### src/rtl/tsync_pkg.sv
package tsync_pkg;
  typedef enum logic [1:0] {
    EV_NONE  = 2'd0,
    EV_BOOT  = 2'd1,
    EV_CATCH = 2'd2,
    EV_ADV   = 2'd3
  } tsync_ev_e;
endpackage

### src/rtl/tsync_remote_max.sv
module tsync_remote_max #(
  parameter int unsigned NR     = 5,
  parameter int unsigned TICK_W = 8
) (
  input  logic [NR*TICK_W-1:0] rem_tick_i,
  input  logic [NR-1:0]        rem_vld_i,
  output logic [TICK_W-1:0]    max_o,
  output logic                 any_o
);
  logic [TICK_W-1:0] masked [NR];

  for (genvar k = 0; k < NR; k++) begin : g_mask
    assign masked[k] = rem_vld_i[k] ? rem_tick_i[k*TICK_W +: TICK_W] : '0;
  end

  always_comb begin
    max_o = '0;
    for (int k = 0; k < NR; k++) begin
      if (masked[k] > max_o) max_o = masked[k];
    end
  end

  // catch-up trigger is a plain OR
  assign any_o = |rem_vld_i;
endmodule

### src/rtl/tsync_quorum.sv
module tsync_quorum #(
  parameter int unsigned NR     = 5,
  parameter int unsigned TICK_W = 8,
  parameter int unsigned THRESH = 3
) (
  input  logic [NR*TICK_W-1:0] rem_tick_i,
  input  logic [NR-1:0]        rem_vld_i,
  input  logic [TICK_W-1:0]    clock_i,
  output logic                 reach_o
);
  localparam int unsigned CNT_W = $clog2(NR + 1);

  logic [NR-1:0]    fresh;
  logic [CNT_W-1:0] cnt;

  // stale reports (below clock) never count
  for (genvar k = 0; k < NR; k++) begin : g_fresh
    assign fresh[k] = rem_vld_i[k] && (rem_tick_i[k*TICK_W +: TICK_W] >= clock_i);
  end

  always_comb begin
    cnt = '0;
    for (int k = 0; k < NR; k++) cnt = cnt + CNT_W'(fresh[k]);
  end

  assign reach_o = (32'(cnt) >= THRESH);
endmodule

### src/rtl/tsync_ctrl.sv
module tsync_ctrl
  import tsync_pkg::*;
#(
  parameter int unsigned TICK_W     = 8,
  parameter bit          CRASH_ONLY = 1'b0
) (
  input  logic              clk_i,
  input  logic              rst_ni,
  input  logic [TICK_W-1:0] rem_max_i,
  input  logic              rem_any_i,
  input  logic              quorum_i,
  output logic              send_o,
  output logic [TICK_W-1:0] send_tick_o,
  output logic [TICK_W-1:0] clock_o,
  output logic              busy_o
);
  logic              boot_q;
  logic              send_q;
  logic [TICK_W-1:0] tick_q, clock_q, target_q;
  logic [TICK_W-1:0] catch_tgt, clock_inc;
  tsync_ev_e         ev;

  assign clock_inc = clock_q + 1'b1;
  assign catch_tgt = (rem_any_i && (rem_max_i > target_q)) ? rem_max_i : target_q;

  always_comb begin
    if (boot_q)                                         ev = EV_BOOT;
    else if (catch_tgt > clock_q)                       ev = EV_CATCH;
    else if (!CRASH_ONLY && quorum_i && (clock_q != '1)) ev = EV_ADV;
    else                                                ev = EV_NONE;
  end

  always_ff @(posedge clk_i or negedge rst_ni) begin
    if (!rst_ni) begin
      boot_q   <= 1'b1;
      send_q   <= 1'b0;
      tick_q   <= '0;
      clock_q  <= '0;
      target_q <= '0;
    end else begin
      send_q <= 1'b0;
      unique case (ev)
        EV_BOOT: begin
          boot_q   <= 1'b0;
          send_q   <= 1'b1;
          tick_q   <= '0;
          target_q <= catch_tgt;
        end
        EV_CATCH: begin
          send_q   <= 1'b1;
          tick_q   <= clock_inc;
          clock_q  <= clock_inc;
          target_q <= catch_tgt;
        end
        EV_ADV: begin
          send_q   <= 1'b1;
          tick_q   <= clock_inc;
          clock_q  <= clock_inc;
          target_q <= clock_inc;
        end
        default: ;
      endcase
    end
  end

  assign send_o      = send_q;
  assign send_tick_o = tick_q;
  assign clock_o     = clock_q;
  assign busy_o      = (target_q > clock_q);


  boot_send_chk: assert property (@(posedge clk_i) disable iff (!rst_ni)
    boot_q |=> (send_q && tick_q == '0));


  clk_step_chk: assert property (@(posedge clk_i) disable iff (!rst_ni)
    (send_q && !$past(boot_q)) |-> (clock_q == TICK_W'($past(clock_q) + 1'b1)));


  clk_hold_chk: assert property (@(posedge clk_i) disable iff (!rst_ni)
    !send_q |-> $stable(clock_q));


  busy_send_chk: assert property (@(posedge clk_i) disable iff (!rst_ni)
    busy_o |=> send_q);


  tgt_order_chk: assert property (@(posedge clk_i) disable iff (!rst_ni)
    target_q >= clock_q);
endmodule

### src/rtl/tsync_node.sv
module tsync_node #(
  parameter int unsigned N_NODES    = 6,
  parameter int unsigned F_MAX      = 2,
  parameter int unsigned TICK_W     = 8,
  parameter bit          CRASH_ONLY = 1'b0,
  localparam int unsigned NR        = N_NODES - 1
) (
  input  logic                 clk_i,
  input  logic                 rst_ni,
  input  logic [NR*TICK_W-1:0] rem_tick_i,
  input  logic [NR-1:0]        rem_vld_i,
  output logic                 send_o,
  output logic [TICK_W-1:0]    send_tick_o,
  output logic [TICK_W-1:0]    clock_o,
  output logic                 busy_o
);
  localparam int unsigned QUORUM = F_MAX + 1;
  localparam int unsigned MIN_N  = CRASH_ONLY ? (F_MAX + 2) : (2 * F_MAX + 2);

  logic [TICK_W-1:0] rem_max;
  logic              rem_any;
  logic              quorum;

  initial begin
    group_size_chk: assert (N_NODES >= MIN_N)
      else $error("group too small for fault bound");
  end

  tsync_remote_max #(.NR(NR), .TICK_W(TICK_W)) u_max (
    .rem_tick_i (rem_tick_i),
    .rem_vld_i  (rem_vld_i),
    .max_o      (rem_max),
    .any_o      (rem_any)
  );

  if (CRASH_ONLY) begin : g_crash
    assign quorum = 1'b0;
  end else begin : g_omit
    tsync_quorum #(.NR(NR), .TICK_W(TICK_W), .THRESH(QUORUM)) u_quorum (
      .rem_tick_i (rem_tick_i),
      .rem_vld_i  (rem_vld_i),
      .clock_i    (clock_o),
      .reach_o    (quorum)
    );
  end

  tsync_ctrl #(.TICK_W(TICK_W), .CRASH_ONLY(CRASH_ONLY)) u_ctrl (
    .clk_i       (clk_i),
    .rst_ni      (rst_ni),
    .rem_max_i   (rem_max),
    .rem_any_i   (rem_any),
    .quorum_i    (quorum),
    .send_o      (send_o),
    .send_tick_o (send_tick_o),
    .clock_o     (clock_o),
    .busy_o      (busy_o)
  );


  crash_quiet_chk: assert property (@(posedge clk_i) disable iff (!rst_ni)
    (CRASH_ONLY && !busy_o && !rem_any) |=> !send_o || $past(u_ctrl.boot_q));
endmodule

### config.mk
export PLATFORM = sky130hd
export DESIGN_NAME = tsync_node
export DESIGN_NICKNAME = d
export VERILOG_FILES = /design/src/rtl/tsync_pkg.sv /design/src/rtl/tsync_remote_max.sv /design/src/rtl/tsync_quorum.sv /design/src/rtl/tsync_ctrl.sv /design/src/rtl/tsync_node.sv
export SDC_FILE = /design/constraint.sdc
export NUM_CORES = 1
export LEC_CHECK = 0
export CAP_MARGIN = 20
export CORE_MARGIN = 3
export CORE_UTILIZATION = 50
export DETAILED_ROUTE_END_ITERATION = 8
export PLACE_DENSITY = 0.73
export SYNTH_ARGS = -nofsm -noshare
export SYNTH_HDL_FRONTEND = slang
export SYNTH_SLANG_ARGS = --single-unit
export TNS_END_PERCENT = 20
### constraint.sdc
create_clock -name clk_i -period 7.6 [get_ports clk_i]
set_input_delay 1.52 -clock clk_i [delete_from_list [all_inputs] [get_ports clk_i]]
set_output_delay 1.52 -clock clk_i [all_outputs]
set_load 0.05 [all_outputs]
# Yosys cells after proc, flatten, opt, wreduce, memory -nomap -nowiden
# Index checks and enable logic that the tools add are counted.
# op_classes
n_eq_ne	4
n_mux	17
order_cmp	14
add_sub_neg	5
n_reduce_logical	13
# op_table
cell	count
$mux 8	11
$gt 8x8->1	7
$ge 8x8->1	5
$pmux 8 s2	2
$add 3x1->3	3
$add 8x1->8 const B	1
$gt 8x1->1 const B	1
$ne 8x8->1 const B	1
$logic_and 1x1->1	7
$mux 2	3
$reduce_or 5->1	1
$eq 2x2->1 const B	2
$reduce_bool 2->1	2
$reduce_or 2->1	2
$ge 3x2->1 const B	1
$reduce_or 3->1	1
$add 1x1->2	1
$eq 2x1->1 const B	1
$mux 1	1
# word_totals
elab_cells	58
inputBits	47
out_inout_bits	18
reg_bits	26

# Longest topological paths before layout
# Gate-level depths: netlist of run 1.
# depth
depth_word	20
ltp_mapped	56
ltp_nobuf	49

# Modules after synthesis
# Synthesis of run 1 repeated with hierarchy kept, for this count alone.
# hier_totals
cells_unflattened	544
hier_area_um2	4515.6
# modules_own_cells
mod	instances	area_per_inst_um2	seq_area_each_um2	cells_per_inst
tsync_ctrl	1	1906.8	651.9	190
tsync_remote_max	1	1676.6	0.0	239
tsync_quorum	1	932.1	0.0	115

# Worst setup path before layout of run 1
# Ideal clock, no wire load.
# synth_path
kind	input port to flip-flop
startpoint	input port rem_vld_i[0]
endpoint	register u_ctrl.tick_q[0], in the netlist u_ctrl.send_tick_o[0]
stages	53
arrival_time_ps	11748
setup_slack_ps	-4305
setup_time_ps	158
required_ps	7442
n_path_buf	7
cell_sequence	clkbuf_1 nand2_1 ha_1 nand4_1 or3b_1 a21oi_1 buf_2 o21a_1 nor2_1 ha_1 and4b_1 a211oi_2 o22ai_2 clkbuf_1 o31ai_1 inv_1 ha_1 inv_1 [17 not listed] nor2_1 ha_1 a21o_1 a21oi_1 a21oi_1 o31ai_1 clkbuf_1 nand2_1 o31ai_1 ha_1 a21oi_1 nor2b_1 o31a_1 o2111ai_1 nand2_1 o21ai_1 clkbuf_1 o21ai_0
# synth_via
elab_chain_len	20
word_cells_on_any_way	32
classes_between	add/sub: 4; order compare: 8; eq/ne: 3; mux: 11; reduce/logical: 6
# synth_rtl
item	line_no	source
from (decl)	tsync_node.sv:11	input logic [NR-1:0] rem_vld_i,
$mux 8	tsync_remote_max.sv:13	assign masked[k] = rem_vld_i[k] ? rem_tick_i[k*TICK_W +: TICK_W] : '0;
$gt 8x1->1	tsync_remote_max.sv:19	if (masked[k] > max_o) max_o = masked[k];
$mux 8	tsync_remote_max.sv:19	
$gt 8x8->1	tsync_remote_max.sv:19	
$mux 8	tsync_remote_max.sv:19	
$gt 8x8->1	tsync_remote_max.sv:19	
$mux 8	tsync_remote_max.sv:19	
$gt 8x8->1	tsync_remote_max.sv:19	
[4 not listed]	--	
$logic_and 1x1->1	tsync_ctrl.sv:24	assign catch_tgt = (rem_any_i && (rem_max_i > target_q)) ? rem_max_i : target_q;
$mux 8	tsync_ctrl.sv:24	
$gt 8x8->1	tsync_ctrl.sv:28	else if (catch_tgt > clock_q) ev = EV_CATCH;
$mux 2 *	tsync_ctrl.sv:28	
$mux 2 *	tsync_ctrl.sv:27	if (boot_q) ev = EV_BOOT;
$eq 2x2->1	tsync_ctrl.sv:42	unique case (ev)
$reduce_or 2->1 (no line)	--	
$pmux 8 s2 or $reduce_bool 2->1 (tied branches)	--	
to (signal assigned)	tsync_ctrl.sv:51	tick_q <= clock_inc;
to (signal assigned)	tsync_ctrl.sv:57	tick_q <= clock_inc;
to (decl)	tsync_ctrl.sv:19	logic [TICK_W-1:0] tick_q, clock_q, target_q;
# Mark *: on every way between the ends. The rest lies on a longest branch, timed or not.
# A chain may end at the register's enable or synchronous reset.

# Worst setup path in the final report of run 1
# layout_path
startpoint	input port rem_tick_i[14]
endpoint	register u_ctrl.clock_q[5], in the netlist u_ctrl.clock_o[5]
# layout_via
elab_chain_len	17
word_cells_on_any_way	27
classes_between	add/sub: 4; order compare: 8; eq/ne: 2; mux: 9; reduce/logical: 4
# layout_rtl
item	line_no	source
from (decl)	tsync_node.sv:10	input logic [NR*TICK_W-1:0] rem_tick_i,
$mux 8	tsync_remote_max.sv:13	
$gt 8x8->1	tsync_remote_max.sv:19	
$mux 8	tsync_remote_max.sv:19	
$gt 8x8->1	tsync_remote_max.sv:19	
$mux 8	tsync_remote_max.sv:19	
$gt 8x8->1	tsync_remote_max.sv:19	
$mux 8	tsync_remote_max.sv:19	
$gt 8x8->1	tsync_remote_max.sv:19	
$mux 8	tsync_remote_max.sv:19	
$gt 8x8->1	tsync_ctrl.sv:24	
$logic_and 1x1->1	tsync_ctrl.sv:24	
$mux 8	tsync_ctrl.sv:24	
$gt 8x8->1	tsync_ctrl.sv:28	
$mux 2 *	tsync_ctrl.sv:28	
$mux 2 *	tsync_ctrl.sv:27	
$eq 2x2->1	tsync_ctrl.sv:42	
$reduce_or 2->1 (no line) *	--	
to (signal assigned)	tsync_ctrl.sv:52	clock_q <= clock_inc;
to (signal assigned)	tsync_ctrl.sv:58	clock_q <= clock_inc;
to (decl)	tsync_ctrl.sv:19	
# Marked as above.

==> impl_metrics.yaml, run 1 <==
power_and_ir_drop:
  power.density_nw_per_um2: 295
  p_int_mw: 1.19
  vdd.ir_drop.worst_mv: 0.214
  power_frac_comb: 0.853
  clockPowerShare: 0.055
  fin_total_pwr_mw: 2.19
  seqPwrFrac: 0.093
  leakage_nw: 3.65
  swShare: 0.456
  p_sw_mw: 1.00
drt:
  drtIter0Drc: 445
  routed_wl_um: 20500
  firstDrtPassIters: 5
  ant_nets: 0
  route.detailed.drc: 0
  detail_route.wl_per_cell_um: 23.0
  vias: 5709
  vias_per_cell: 6.40
finish:
  multiInputGateArea_um2: 4180
  antennaDiodeCount: 0
  final_net_count: 935
  register_area_um2: 652
  drive_gt1_frac: 0.409
  final_cell_mix: "buf_4 (162), ha_1 (85), clkdlybuf4s50_1 (46)"
  area.growth.synth_to_final_pct: 73.1
  fillCellCount: 345
  design_area_um2: 7430
  mostFrequentLayoutCell: "buf_4"
sta:
  report.final.slew_viol_count: 0
  period_needed_ns: 11.12
  grt_setup_unrepaired: "true"
  finalHoldViolCount: 0
  setup_slack_ns: -3.52
  min_period_over_period: 1.46
  whs_ns: 0.516
  max_slew_margin: 0.394
  finalSetupViolCount: 25
  fmax_mhz: 89.9
  finClkSkew_ns: 0.00274
  fin_tns_setup_ns: -86.38
  worstMarginPinSlew_ns: 0.909
min_path:
  hold_path.class: "reg2reg"
  holdPathStages: 2
critical_path:
  path_depth: 51
  crit_fanout: 8
  max_stage_delay_ns: 0.41
  worstPathRequired_ns: 7.76
  startpoint_type: "input port"
  cp_slowest_cell: "or3b_4"
  reg2regPathDepth: 22
  cpMostUsedCell: "ha_1"
  endpoint_kind: "register"
  critPathKind: "in2reg"
  arrival_ns: 11.28
  path_buf_inv: 8
  crit_family: "compound AO/OA/AOI/OAI gates"
grt:
  track_usage: 0.363
  grt_pass1_wl_um: 28500
  grt_max_degree: 27
  antenna_found_initial: 0
  gr-total-overflow: 0
  grt_pass1_vias: 5903
clock_tree:
  clock-sinks: 26
  cts-root-buf: "clkbuf_8"
  cts_max_path_buffers: 2
  clk_latency_ns: 0.28
  cts_tree: "built"
  cts_buffers: 3
  htreeDepth: 1
  clkTransAtPathRegs_ns: 0.10
logic_synthesis:
  syn_area_per_cell_um2: 7.91
  synth_edf_count: 0
  syn-cell-area_um2: 4290
  syn_inst: 543
  ys_ff_latch: 26
  yosysUniqueCellTypes: 54
  synth.net_count: 690
  async_flop_share: 1.00
  synthFlopType: "dfrtp_1"
  ys_warn_count: 0
  ys_seq_area_frac: 0.152
floorplan:
  io_pins: 65
  rows: 33
  die_y_um: 98.7
  initial_core_util: 0.520
  die_area_um2: 9730
  fp.dieW_um: 98.7
  coreArea_um2: 8260
placed_design:
  dp_slack_ns: -4.14
  globalplace.congestion: 0.939
  placement.cell_area_um2: 6280
  io_buffer_count: 64
  dp_hpwl_um: 11600
run:
  cap_violations: 0
status:
  status: "finished, violations left"
  violations: "setup timing"
-- synth_stat cells, types with 2 or more instances --
library cell,instances,area [µm²]
a211oi_1,5,37.5
a21o_1,24,180
a21oi_1,32,160
a2bb2oi_1,9,78.8
a31o_2,2,17.5
a31oi_1,3,18.8
and2_1,20,125
and3_1,2,12.5
buf_2,2,10.0
clkbuf_1,11,41.3
dfrtp_1,25,626
fa_1,2,40.0
ha_1,98,1230
inv_1,40,150
mux2i_1,8,80.1
nand2_1,49,184
nand2b_1,15,93.8
nand3_1,8,40.0
nand4_1,7,43.8
nor2_1,42,158
nor2b_1,12,75.1
nor3_1,12,60.1
o21a_1,11,82.6
o21ai_0,36,180
o21ai_1,3,15.0
o21bai_1,2,15.0
o31a_1,3,26.3
o31ai_1,21,158
or2_1,2,12.5
xnor2_1,13,114
-- final cells by class --
class / instances / area share
well taps: 105 / 0.0177
flip-flops and latches: 26 / 0.0877
clock buffers: 3 / 0.00556
repair buffers: 253 / 0.302
multi-input cells: 463 / 0.562
clock inverters: 1 / 0.00404
inverters: 41 / 0.0207
-- cell families (layout without fill, tap and decap cells) --
kind of cell	count (synthesis)	after routing	share of synthesized area
buffers and inverters	55	298	0.0487
AOI/OAI and AO/OA	162	163	0.255
muxes	8	8	0.0187
DFF	26	26	0.152
other	1	1	0.000874
xor gates and xnor gates	13	13	0.0265
adders and majority gates	100	100	0.295
and+or+nand+nor	178	178	0.203
-- metal layers --
metal / wire (µm) / share of wire / track usage
met5: 0 / 0 / 0
met4: 1630 / 0.079 / 0.186
met3: 1720 / 0.084 / 0.0757
met2: 9780 / 0.48 / 0.643
met1: 7370 / 0.36 / 0.411
-- worst reg2reg max path: cells and delay by family (launching register included) --
kind            cells  cell delay [ns]
simple gates        2             0.27
compound gates     11             2.20
flops               1             0.95
buf+inv             4             0.44
fa+ha+maj           5             1.96
-- power groups by stage --
stage	Combinational [mW]	Clock (mW)	Sequential, mW
final	1.87	0.120	0.203
after detailed placement	1.20	0	0.195
after global routing	1.96	0.124	0.202
after CTS	1.60	0.119	0.196
after floorplan	0.747	0	0.190
after global placement	1.15	0	0.195
-- final timing paths --
check | startpoint | slack (ns) | endpoint
max | rem_tick_i[14] | -3.52 | u_ctrl.clock_o[5]
min | u_ctrl.send_tick_o[3] | 0.52 | u_ctrl.send_tick_o[3]
max reg2reg | u_ctrl.clock_o[0] | 1.66 | u_ctrl.target_q[1]
min reg2reg | u_ctrl.send_tick_o[3] | 0.52 | u_ctrl.send_tick_o[3]
max in group asynchronous | rst_ni | 5.70 | u_ctrl.boot_q
min in group asynchronous | rst_ni | 1.59 | u_ctrl.target_q[1]
-- per-stage QoR --
step / utilization / std cells
floorplan: - / 543
global placement: 0.761 / 837
detailed placement: 0.761 / 837
CTS: 0.856 / 879
global route: 0.900 / 892
finish: 0.900 / 892
-- state kept, by name (all words and copies together) (netlist names) --
register and count:
u_ctrl.send_tick_o 8, u_ctrl.send_o 1, u_ctrl.target_q 8, u_ctrl.boot_q 1, u_ctrl.clock_o 8
-- timing repair --
| item | 4_1_cts | 5_1_grt |
|---|---|---|
| endpoints found under the hold margin | 0 | 0 |
| hold buffers | 0 | 0 |
| gates cloned | 4 | 3 |
| resized for setup | 126 | 67 |
| pin swaps | 79 | 41 |
| endpoints found under the setup margin | 25 | 25 |
| buffers inserted | 35 | 10 |
No activity file was read; power rests on OpenSTA's default activity.
==> run 2, diff against run 1 <==
==> constraint.sdc (replaced) <==
create_clock -name clk_i -period 7.6 [get_ports clk_i]
set_input_delay 0.76 -clock clk_i [delete_from_list [all_inputs] [get_ports clk_i]]
set_output_delay 0.76 -clock clk_i [all_outputs]
set_load 0.05 [all_outputs]
==> run 2 against run 1 <==
The flow still finishes with violations (setup timing). Critical path depth unchanged. Clock skew increased by 0.0088 ns. Clock power about the same. Worst setup slack improved by 0.32 ns. Wire length increased by 5.6%. Clock-buffer cell count unchanged.
==> impl_metrics.yaml, run 2 (same netlist as run 1, synthesis figures left out) <==
status:
  status: "finished, violations left"
  violations: "setup timing"
drt:
  routed_wl_um: 21700
  met1_length_um: 7540
  vias_per_cell: 6.43
  wl_met2_um: 10000
  dr.max_layer_used: "met5"
  firstDrtPassIters: 5
  vias: 5955
  route.detailed.drc: 0
  ant_nets: 0
  detail_route.wl_per_cell_um: 23.4
  wl_met3_um: 1880
  drtIter0Drc: 547
grt:
  gr-total-overflow: 0
  antenna_found_initial: 0
  grt_max_degree: 27
  grt_pass1_vias: 6235
  track_usage: 0.398
  grt_pass1_wl_um: 31100
power_and_ir_drop:
  fin_total_pwr_mw: 2.53
  leakage_nw: 3.74
  vdd.ir_drop.worst_mv: 0.237
  power.density_nw_per_um2: 337
floorplan:
  io_pins: 65
  rows: 33
  coreArea_um2: 8260
  fp.dieW_um: 98.7
  die_area_um2: 9730
  initial_core_util: 0.520
  die_y_um: 98.7
finish:
  area.growth.synth_to_final_pct: 74.8
  fillCellCount: 339
  design_area_um2: 7500
  antennaDiodeCount: 0
  drive_gt1_frac: 0.420
  fin_cells: 926
  final_net_count: 969
  mostFrequentLayoutCell: "buf_4"
  final_cell_mix: "buf_4 (204), ha_1 (86), clkdlybuf4s50_1 (46)"
critical_path:
  crit_fanout: 9
  reg2reg_slack_ns: 1.85
  cp_slowest_cell: "or3_4"
  crit-reg2reg-launch: "u_ctrl.clock_o[0]"
  endpoint_kind: "register"
  max_stage_delay_ns: 0.48
  critPathKind: "in2reg"
  startpoint_type: "input port"
  arrival_ns: 10.96
  worstPathRequired_ns: 7.77
  startpoint: "rem_tick_i[5]"
clock_tree:
  cts_max_path_buffers: 2
  cts_tree: "built"
  cts_buffers: 3
  clk_latency_ns: 0.29
  cts-hold-fix-buffers: 0
  clock-sinks: 26
  clkTransAtPathRegs_ns: 0.11
  cts-root-buf: "clkbuf_8"
  htreeDepth: 1
placed_design:
  globalplace.congestion: 0.926
  place_inst: 839
  io_buffer_count: 64
  dp_hpwl_um: 11800
  placement.cell_area_um2: 6310
sta:
  fmax_mhz: 92.6
  min_period_over_period: 1.42
  worstMarginPinSlew_ns: 0.793
  finalSetupViolCount: 25
  max_slew_margin: 0.471
  finClkSkew_ns: 0.0115
  grt_setup_unrepaired: "true"
  finalHoldViolCount: 0
  setup_slack_ns: -3.20
  report.final.slew_viol_count: 0
  period_needed_ns: 10.80
min_path:
  min_from: "u_ctrl.send_tick_o[1]"
  hold_path.class: "reg2reg"
run:
  cap_violations: 0
run 2: cell types whose count changed in the layout (fill, tap and decap cells not counted), moves of 3 or more:
cell and delta:
o21ai_2 -6, buf_4 +42, clkdlybuf4s15_1 -6, o21ai_1 +5, clkbuf_2 +3, buf_8 -3
run 2: where the power goes:
group / internal (mW) / switching, mW / leakage (nW)
Sequential: 0.162 / 0.0415 / 0.315
Combinational: 1.15 / 1.06 / 3.39
Clock: 0.0707 / 0.0504 / 0.0357
Total: 1.38 / 1.15 / 3.74
run 2: critical path, delay by kind of cell:
kind | cells | cell delay, ns
fa+ha+maj | 6 | 1.83
buf+inv | 10 | 1.92
mux | 1 | 0.33
simple gates | 13 | 2.11
compound gates | 21 | 3.99
run 2: stage by stage:
step	util	hold WS [ns]	setup TNS (ns)	setup slack (ns)
CTS	0.872	0.499	-55.47	-2.27
detailed placement	0.764	0.478	-82.64	-3.46
global placement	0.764	0.468	-73.25	-3.07
floorplan	-	0.464	-52.08	-2.23
global route	0.909	0.520	-86.93	-3.53
finish	0.909	0.497	-78.18	-3.20
run 2: cell type report:
type	instances	area, µm²	area share
well taps	105	131	0.0175
clock inverters	1	30.0	0.00400
repair buffers	286	2400	0.319
multi-input cells	464	4100	0.546
clock buffers	3	41.3	0.00550
inverters	41	156	0.0208
flip-flops and latches	26	652	0.0869
run 2: metal layers:
layer / track usage / up-vias
met3: 0.0686 / 216
li1: - / 2534
met5: 0.0256 / -
met1: 0.444 / 2744
met4: 0.265 / 2
met2: 0.688 / 459
run 2: worst paths after layout:
path	end	depth (start not counted)
setup / recovery	u_ctrl.target_q[4]	51
hold / removal	u_ctrl.send_tick_o[1]	2
setup reg to reg	u_ctrl.target_q[4]	21
hold reg to reg	u_ctrl.send_tick_o[1]	2
max in group asynchronous	u_ctrl.boot_q	2
min in group asynchronous	u_ctrl.target_q[4]	2
run 2: what timing repair did:
action | in CTS | in global routing
pin swaps | 70 | 34
setup buffers | 62 | 19
gates cloned | 3 | 0
gates resized for setup | 116 | 43
endpoints found under the setup margin | 25 | 25
